[config.mk]
export PLATFORM = sky130hd
export DESIGN_NAME = link_stats_collector
export DESIGN_NICKNAME = d
export VERILOG_FILES = /design/src/rtl/link_stats_pkg.sv /design/src/rtl/stat_sat_ctr.sv /design/src/rtl/stat_lat_track.sv /design/src/rtl/link_stats_collector.sv
export SDC_FILE = /design/constraint.sdc
export NUM_CORES = 1
export LEC_CHECK = 0
export ABC_AREA = 1
export BUFFER_PORTS_ARGS = -buffer_cell sky130_fd_sc_hd__buf_2
export CAP_MARGIN = 20
export CORE_ASPECT_RATIO = 2
export CORE_MARGIN = 3
export CORE_UTILIZATION = 45
export DETAILED_ROUTE_END_ITERATION = 16
export PLACE_DENSITY = 0.65
export SYNTH_ARGS = -nofsm -noshare
export SYNTH_HDL_FRONTEND = slang
export SYNTH_HIERARCHICAL = 1
export SYNTH_SLANG_ARGS = --single-unit
[constraint.sdc]
create_clock -name clk_i -period 4.86 [get_ports clk_i]
set_input_delay 0.486 -clock clk_i [delete_from_list [all_inputs] [get_ports clk_i]]
set_output_delay 0.486 -clock clk_i [all_outputs]
set_load 0.005 [all_outputs]
[src/rtl/link_stats_pkg.sv]
package link_stats_pkg;
  localparam int EV_TX      = 0;
  localparam int EV_RX      = 1;
  localparam int EV_LOSTFRM = 2;
  localparam int EV_LOSTBLK = 3;
  localparam int N_EV       = 4;
endpackage

[src/rtl/stat_sat_ctr.sv]
module stat_sat_ctr #(
  parameter int W  = 16,
  parameter int IW = 16
) (
  input  logic          clk_i,
  input  logic          rst_ni,
  input  logic          clr_i,
  input  logic          en_i,
  input  logic [IW-1:0] inc_i,
  output logic [W-1:0]  q_o
);
  logic [W:0] sum;

  assign sum = {1'b0, q_o} + (W+1)'(inc_i);

  always_ff @(posedge clk_i or negedge rst_ni) begin
    if (!rst_ni)      q_o <= '0;
    else if (clr_i)   q_o <= '0;
    else if (en_i)    q_o <= sum[W] ? {W{1'b1}} : sum[W-1:0];
  end
endmodule

[src/rtl/stat_lat_track.sv]
module stat_lat_track #(
  parameter int LAT_W = 28,
  parameter int ACC_W = 64,
  parameter int CNT_W = 16
) (
  input  logic             clk_i,
  input  logic             rst_ni,
  input  logic             clr_i,
  input  logic             valid_i,
  input  logic [LAT_W-1:0] lat_i,
  output logic [LAT_W-1:0] min_o,
  output logic [LAT_W-1:0] max_o,
  output logic [ACC_W-1:0] acc_o,
  output logic [CNT_W-1:0] cnt_o
);
  always_ff @(posedge clk_i or negedge rst_ni) begin
    if (!rst_ni) begin
      min_o <= '1;
      max_o <= '0;
    end else if (clr_i) begin
      min_o <= '1;
      max_o <= '0;
    end else if (valid_i) begin
      if (lat_i < min_o) min_o <= lat_i;
      if (lat_i > max_o) max_o <= lat_i;
    end
  end

  stat_sat_ctr #(.W(ACC_W), .IW(LAT_W)) u_acc (
    .clk_i  (clk_i),
    .rst_ni (rst_ni),
    .clr_i  (clr_i),
    .en_i   (valid_i),
    .inc_i  (lat_i),
    .q_o    (acc_o)
  );

  stat_sat_ctr #(.W(CNT_W), .IW(1)) u_samples (
    .clk_i  (clk_i),
    .rst_ni (rst_ni),
    .clr_i  (clr_i),
    .en_i   (valid_i),
    .inc_i  (1'b1),
    .q_o    (cnt_o)
  );
endmodule

[src/rtl/link_stats_collector.sv]
module link_stats_collector
  import link_stats_pkg::*;
#(
  parameter int CNT_W = 16,
  parameter int ACC_W = 64,
  parameter int LAT_W = 28
) (
  input  logic             clk_i,
  input  logic             rst_ni,
  input  logic             clr_stats_i,
  input  logic             tx_frame_i,
  input  logic             rx_frame_i,
  input  logic             lost_blk_i,
  input  logic             lost_frm_i,
  input  logic [CNT_W-1:0] lost_frm_cnt_i,
  input  logic             lat_valid_i,
  input  logic [LAT_W-1:0] lat_i,
  output logic [CNT_W-1:0] tx_frames_o,
  output logic [CNT_W-1:0] rx_frames_o,
  output logic [CNT_W-1:0] lost_frames_o,
  output logic [CNT_W-1:0] lost_blocks_o,
  output logic [LAT_W-1:0] lat_min_o,
  output logic [LAT_W-1:0] lat_max_o,
  output logic [ACC_W-1:0] lat_acc_o,
  output logic [CNT_W-1:0] lat_samples_o
);
  logic [N_EV-1:0]  ev_en;
  logic [CNT_W-1:0] ev_inc [N_EV];
  logic [CNT_W-1:0] ev_cnt [N_EV];

  assign ev_en[EV_TX]      = tx_frame_i;
  assign ev_en[EV_RX]      = rx_frame_i;
  assign ev_en[EV_LOSTFRM] = lost_frm_i;
  assign ev_en[EV_LOSTBLK] = lost_blk_i;

  assign ev_inc[EV_TX]      = CNT_W'(1);
  assign ev_inc[EV_RX]      = CNT_W'(1);
  assign ev_inc[EV_LOSTFRM] = lost_frm_cnt_i;
  assign ev_inc[EV_LOSTBLK] = CNT_W'(1);

  for (genvar g = 0; g < N_EV; g++) begin : g_ev
    stat_sat_ctr #(.W(CNT_W), .IW(CNT_W)) u_ctr (
      .clk_i  (clk_i),
      .rst_ni (rst_ni),
      .clr_i  (clr_stats_i),
      .en_i   (ev_en[g]),
      .inc_i  (ev_inc[g]),
      .q_o    (ev_cnt[g])
    );
  end

  assign tx_frames_o   = ev_cnt[EV_TX];
  assign rx_frames_o   = ev_cnt[EV_RX];
  assign lost_frames_o = ev_cnt[EV_LOSTFRM];
  assign lost_blocks_o = ev_cnt[EV_LOSTBLK];

  stat_lat_track #(.LAT_W(LAT_W), .ACC_W(ACC_W), .CNT_W(CNT_W)) u_lat (
    .clk_i   (clk_i),
    .rst_ni  (rst_ni),
    .clr_i   (clr_stats_i),
    .valid_i (lat_valid_i),
    .lat_i   (lat_i),
    .min_o   (lat_min_o),
    .max_o   (lat_max_o),
    .acc_o   (lat_acc_o),
    .cnt_o   (lat_samples_o)
  );
endmodule

==> results of run 1 <==
-- flip-flops by register name (all words and copies together), names as in the netlist --
| signal | cells |
|---|---|
| u_lat/u_samples/q_o | 16 |
| u_lat/min_o | 28 |
| u_lat/u_acc/q_o | 64 |
| u_lat/max_o | 28 |
| g_ev.u_ctr/q_o | 64 |
-- path summary, 6_finish.rpt --
kind / from / endpoint / slack, ns
setup / recovery: u_lat/u_acc/q_o[27] / u_lat/u_acc/q_o[3] / 1.69
hold / removal: rst_ni / g_ev[0].u_ctr/q_o[14] / 0.05
setup reg to reg: u_lat/u_acc/q_o[27] / u_lat/u_acc/q_o[3] / 1.69
hold reg to reg: u_lat/min_o[8] / u_lat/min_o[8] / 0.47
max in group asynchronous: rst_ni / g_ev[2].u_ctr/q_o[8] / 3.68
min in group clk_i: lat_i[0] / u_lat/max_o[0] / 0.31
-- critical path, delay by kind of cell (launching register included) --
| kind | cells | cell delay [ns] |
|---|---|---|
| AND/OR/NAND/NOR | 5 | 1.06 |
| AO/OA/AOI/OAI | 3 | 0.57 |
| adder cells (fa/ha/maj) | 1 | 0.36 |
| buffers and inverters | 2 | 0.68 |
| flip-flops | 1 | 0.41 |
-- cell families after synthesis --
logic type / count (synthesis) / share of synthesized area [%]
AOI/OAI and AO/OA: 168 / 5.20
xor gates and xnor gates: 57 / 2.71
adders and majority gates: 154 / 10.7
buffers and inverters: 509 / 11.1
DFF: 200 / 27.4
other: 3 / 0.0612
and+or+nand+nor: 1804 / 42.9
-- placed cells by master, fill, tap and decap left out, drive strengths merged, types with 60 or more instances in the layout --
cell type / count
nor2: 176
nand2: 1226
ha: 149
nand3: 251
a21oi: 72
buf: 267
o21ai: 81
inv: 455
dfrtp: 172
nand4: 60
-- through the flow --
step           power (mW)  hold slack [ns]
2_1_floorplan        6.07            0.190
3_3_place_gp         7.60            0.456
3_5_place_dp         7.68            0.463
4_1_cts              9.11           0.0934
5_1_grt              9.99            0.105
6_report             9.16           0.0507
-- power by group through the flow --
stage               registers (mW)  logic [mW]  clock network [mW]
floorplan                     2.49        3.58                   0
global placement              2.51        5.09                   0
detailed placement            2.53        5.15                   0
CTS                           2.51        5.16                1.44
global route                  2.57        5.93                1.49
finish                        2.51        5.26                1.39
-- final cells by class --
type | count | area, sq um | share of cell area (%)
Antenna cell | 2 | 5.00 | 0.0240
Clock buffer | 22 | 464 | 2.22
Clock inverter | 10 | 70.1 | 0.336
Inverter | 456 | 1710 | 8.20
Multi-Input combinational cell | 2236 | 11500 | 55.2
Sequential cell | 200 | 5040 | 24.1
Tap cell | 530 | 663 | 3.18
Timing Repair Buffer | 268 | 1400 | 6.71
-- metal layers --
layer / wire length (um) / GRT usage [%] / up-vias
met3: 2500 / 3.65 / 156
met4: 3690 / 15.5 / 2
met2: 33700 / 54.3 / 464
met1: 22100 / 28.1 / 8866
met5: 15 / 0 / -
li1: - / - / 9543
==> metrics.md, run 1 <==
| Metric | Value |
|---|---|
| P_int | 4.67 mW |
| Status | finished clean |
| Power Density | 439 nW/um^2 |
| Seq/Total Area, Yosys | 27.4% |
| DP Area | 20300 sq um |
| Worst R2R Path Depth | 11 |
| CTS tree | done |
| Die area | 43500 sq um |
| Crit-path max FO | 40 |
| Post-route insts no fill | 3724 |
| Tcrit/Tclk final | 65.2% |
| Vias per cell | 5.11 |
| EDFF count, synth | 0 |
| Average wire per standard cell | 16.7 um |
| Area growth syn-to-layout | 13.4% |
| Number of buffers created by CTS | 17 |
| Gr ovfl total | 0 |
| DPL Wire Length | 49900 um |
| Clock buffer depth | 2 |
| # Post-CTS Setup Buffers | 0 |
| CTS root buf | clkbuf_16 |
| Relative slew slack | 29.5% |
| GRT Resource Usage Total | 28.0% |
| Antenna violations before repair | 3 |
| Top cells by count, synth | nand2_1 (1193), inv_1 (432), nand3_1 (217) |
| Hold Vio Cnt, Final | 0 |
| Worst Hold Class | in -> async |
| H-tree Lvls | 4 |
| Most frequent cell after synthesis | nand2_1 |
| Worst-skew pair later-pin latency | 0.47 ns |
| Ys flop type | dfrtp_1 |
| Layout cells sized above 1 | 15.4% |
| First-iteration detailed-routing DRC count | 748 |
| Yosys reg bits | 200 |
| Clock sink count | 200 |
| Max-Cap Viols | 0 |
| Combinational fraction of design power | 57.5% |
| CP arrival | 3.56 ns |
| Max IR drop VDD | 0.290 mV |
| GPL Wtd Cong | 0.971 |
| Core footprint | 40300 sq um |
| CTS resizes | 0 |
| Final WL | 62100 um |
| Critical path data required time | 5.26 ns |
| DRT Pass-1 Iters | 5 |
| Synth top area cells | nand2_1 (24%), dfrtp_1 (23%), ha_1 (10%), inv_1 (8.8%), nand3_1 (5.9%) |
| Period minus WS final | 3.17 ns |
| Final setup skew | 0.0119 ns |
| Post-synth cell types | 48 |
| Reg clk slew, reported paths | 0.07 ns |
| Vias in the first global route | 18600 |
| Initial Util | 45.6% |
| Number of hold buffers added after cts | 0 |
| Cells after Synth | 2895 |
| Register share of total power | 27.4% |
| Vias | 19000 |
| Die width | 149 um |
| Io pins | 252 |
| Clock power share | 15.2% |
| Die H | 292 um |
| PnR worst setup slack | 1.69 ns |
| Lkg Pwr | 12.6 nW |
| Yosys top cell area share | 24.3% |
| Nature of the critical path endpoint | register |
| Tightest Pin Transition | 1.05 ns |
| Area leader, netlist | nand2_1 |
| RSZ-0062 raised after global routing | false |
| Setup TNS | 0 ns |
| Final Instance Area | 20900 sq um |
| First-pass GRT wire length | 97300 um |
| Antenna Nets Post-Route | 0 |
| Asr flop ratio synth | 100% |
| Syn avg cell area | 6.36 sq um |
| Setup Crit Path Kind | reg -> reg |
| DRC errors left | 0 |
| Nets@finish | 3385 |
| FP Rows | 104 |
| CP max-delay cell | inv_2 |
| Fmax achieved | 316 MHz |
| Cell mode on critical path | nand2_1 |
| Netlist Area Pre-Place | 18400 sq um |
| Worst Setup Start Kind | register |
| Final setup fails | 0 |
| Sw Ratio | 49.0% |
| # fillers | 4269 |
| Synth warn | 6 |
| Net switching power | 4.49 mW |
| Max-slew violations | 0 |
| CP cell instances | ha_1 > nand2_1 > o21ai_1 > inv_1 > nor2_1 > a21oi_1 > nand2_2 > nand3_4 > inv_2 > o21ai_0 > nand2_1 |
| Port bufs | 251 |
| Layout Utilization | 51.7% |
| Dpl ws | 1.48 ns |
| Placed cells | 3688 |
| CP peak stage delay | 0.58 ns |
| Largest net degree at the start of global routing | 88 |
No activity file was read; power rests on OpenSTA's default activity.
==> run 2: changes to the inputs <==
Clock period 4.86 ns to 3.05 ns, I/O delays scaled along.
==> run 2 against run 1 <==
  * Flip-flop and latch count stayed put
  * Sequential power is 61% higher
  * Utilization is 0.48 points higher
  * Clock power is 76% higher
  * Clock skew is 0.0015 ns higher
  * Design area is 0.94% higher
  * Cell count is 0.35% higher
  * Critical path depth is 3 higher
  * Non-clock buffer count is 13 higher
  * Wire length is 1.2% lower
  * Total power is 62% higher
  * Highest routed layer is now met4
==> metrics.md, run 2 (synthesis results as in run 1) <==
| Metric | Value |
|---|---|
| PnR worst setup slack | 0.239 ns |
| Setup Crit Path Kind | reg -> reg |
| Nets@finish | 3398 |
| # fillers | 4237 |
| Antenna violations before repair | 2 |
| Max-slew violations | 0 |
| Area growth syn-to-layout | 14.5% |
| Lkg Pwr | 12.7 nW |
| Antenna Nets Post-Route | 0 |
| P_int | 7.64 mW |
| Layout cells sized above 1 | 15.7% |
| Most common library cell in the layout ignoring fill and taps | nand2_1 |
| DPL Wire Length | 49000 um |
| H-tree Lvls | 4 |
| Clock power share | 16.5% |
| CTS tree | done |
| Min-Delay Endpoint | u_lat/max_o[0] |
| Relative slew slack | 46.5% |
| DRT Pass-1 Iters | 6 |
| Setup TNS | 0 ns |
| Largest regs | g_ev.u_ctr/q_o x64, u_lat/u_acc/q_o x64 |
| DRC errors left | 0 |
| Vias in the first global route | 19100 |
| Io pins | 252 |
| Die width | 149 um |
| GRT Resource Usage Total | 27.9% |
| Worst Hold Class | in -> reg |
| Hold Vio Cnt, Final | 0 |
| Net switching power | 7.17 mW |
| Overall power | 14.8 mW |
| Average wire per standard cell | 16.4 um |
| Max IR drop VDD | 0.441 mV |
| Initial Util | 45.6% |
| Final Instance Area | 21100 sq um |
| FP Rows | 104 |
| Reg clk slew, reported paths | 0.07 ns |
| GPL Wtd Cong | 0.999 |
| Nature of the critical path endpoint | register |
| R2R Setup Slk | 0.24 ns |
| Die H | 292 um |
| Die area | 43500 sq um |
| Dpl ws | 0.215 ns |
| Worst Setup Start Kind | register |
| Most frequent cells in the layout | nand2_1 (1193), inv_1 (432), buf_2 (250) |
| Hold_sp | lat_i[0] |
| Status | finished clean |
| WHS | 0.134 ns |
| Period minus WS final | 2.81 ns |
| Worst-skew pair later-pin latency | 0.47 ns |
| Number of buffers created by CTS | 17 |
| Crit path launch | u_lat/u_acc/q_o[0] |
| Terminus of the critical flop-to-flop path | u_lat/u_acc/q_o[1] |
| Clock buffer depth | 2 |
| Final setup skew | 0.0134 ns |
| CP arrival | 3.15 ns |
| CTS resizes | 0 |
| Largest net degree at the start of global routing | 83 |
| Port bufs | 251 |
| Power Density | 703 nW/um^2 |
| CTS root buf | clkbuf_16 |
| DP Area | 20400 sq um |
| Combinational fraction of design power | 56.3% |
| RSZ-0062 raised after global routing | false |
| Gr ovfl total | 0 |
| Tcrit/Tclk final | 92.2% |
| Hold path cells | 3 |
| Max-Cap Viols | 0 |
| Reg2reg start | u_lat/u_acc/q_o[0] |
| Sw Ratio | 48.4% |
| Worst R2R Path Depth | 14 |
| Crit-path max FO | 24 |
| Critical path data required time | 3.39 ns |
| Final WL | 61300 um |
| Tightest Pin Transition | 0.802 ns |
| First-iteration detailed-routing DRC count | 911 |
| Final setup fails | 0 |
| Clock sink count | 200 |
| First-pass GRT wire length | 96900 um |
| Register share of total power | 27.2% |
| Fmax achieved | 356 MHz |
| Vias | 19200 |
| Core footprint | 40300 sq um |
| Vias per cell | 5.13 |
run 2: changes by cell type in the layout (fill, tap and decap cells not counted), moves of 2 or more:
cell | previous run | this run
buf_12 | 0 | 3
buf_4 | 15 | 26
buf_6 | 2 | 0
bufinv_16 | 0 | 2
clkinv_2 | 4 | 0
clkinvlp_4 | 2 | 4
inv_6 | 3 | 1
inv_8 | 0 | 2
run 2: worst max-delay path by stage:
stage / end / cells after the start
detailed placement: u_lat/u_acc/q_o[3] / 15
floorplan: u_lat/u_acc/q_o[30] / 16
global placement: u_lat/u_acc/q_o[3] / 15
global route: u_lat/u_acc/q_o[25] / 14
CTS: u_lat/u_acc/q_o[3] / 14
finish: u_lat/u_acc/q_o[1] / 14
run 2: metal layers:
metal	share of wire [%]	GRT usage (%)	vias to the layer above
li1	-	-	9562
met3	4.4	3.71	182
met4	6.8	18.3	0
met1	35	28.0	8885
met2	53	52.5	554
met5	0	0	-
run 2: metrics by stage:
| step | std cells | util (%) |
|---|---|---|
| floorplan | 2945 | - |
| global placement | 3699 | 50.7 |
| detailed placement | 3700 | 50.7 |
| CTS | 3733 | 52.2 |
| global route | 3737 | 52.2 |
| finish | 3737 | 52.2 |
run 2: what timing repair did:
action	4_1_cts	5_1_grt
hold buffers	1	0
setup buffers	0	0
endpoints found under the hold margin	60	0
run 2: power by group through the flow:
stage | logic, mW | registers [mW] | clock network (mW)
after floorplan | 5.71 | 3.96 | 0
after global placement | 8.04 | 4.04 | 0
final | 8.33 | 4.03 | 2.45
after global routing | 9.46 | 4.13 | 2.62
after detailed placement | 8.14 | 4.07 | 0
after CTS | 8.17 | 4.03 | 2.53
run 2: worst max-delay path, cell delays in order (launching register included):
cell	delay [ns]
dfrtp_1	0.40
ha_1	0.24
fa_1	0.43
nand3_1	0.12
nand3_2	0.11
nand2_1	0.09
nand3_2	0.12
nand2_1	0.10
nand2_1	0.08
nand2_1	0.10
nand2_2	0.09
nand3_4	0.21
inv_2	0.25
o21ai_0	0.26
nand2_1	0.07
run 2: layout make-up:
cell class              count  area, sq um  area share [%]
clock inverters            11          139           0.659
well taps                 530          663            3.15
clock buffers              21          460            2.19
inverters                 456         1710            8.12
flip-flops and latches    200         5040            23.9
multi-input cells        2236        11500            54.7
repair buffers            281         1530            7.26
diodes                      2         5.00          0.0238
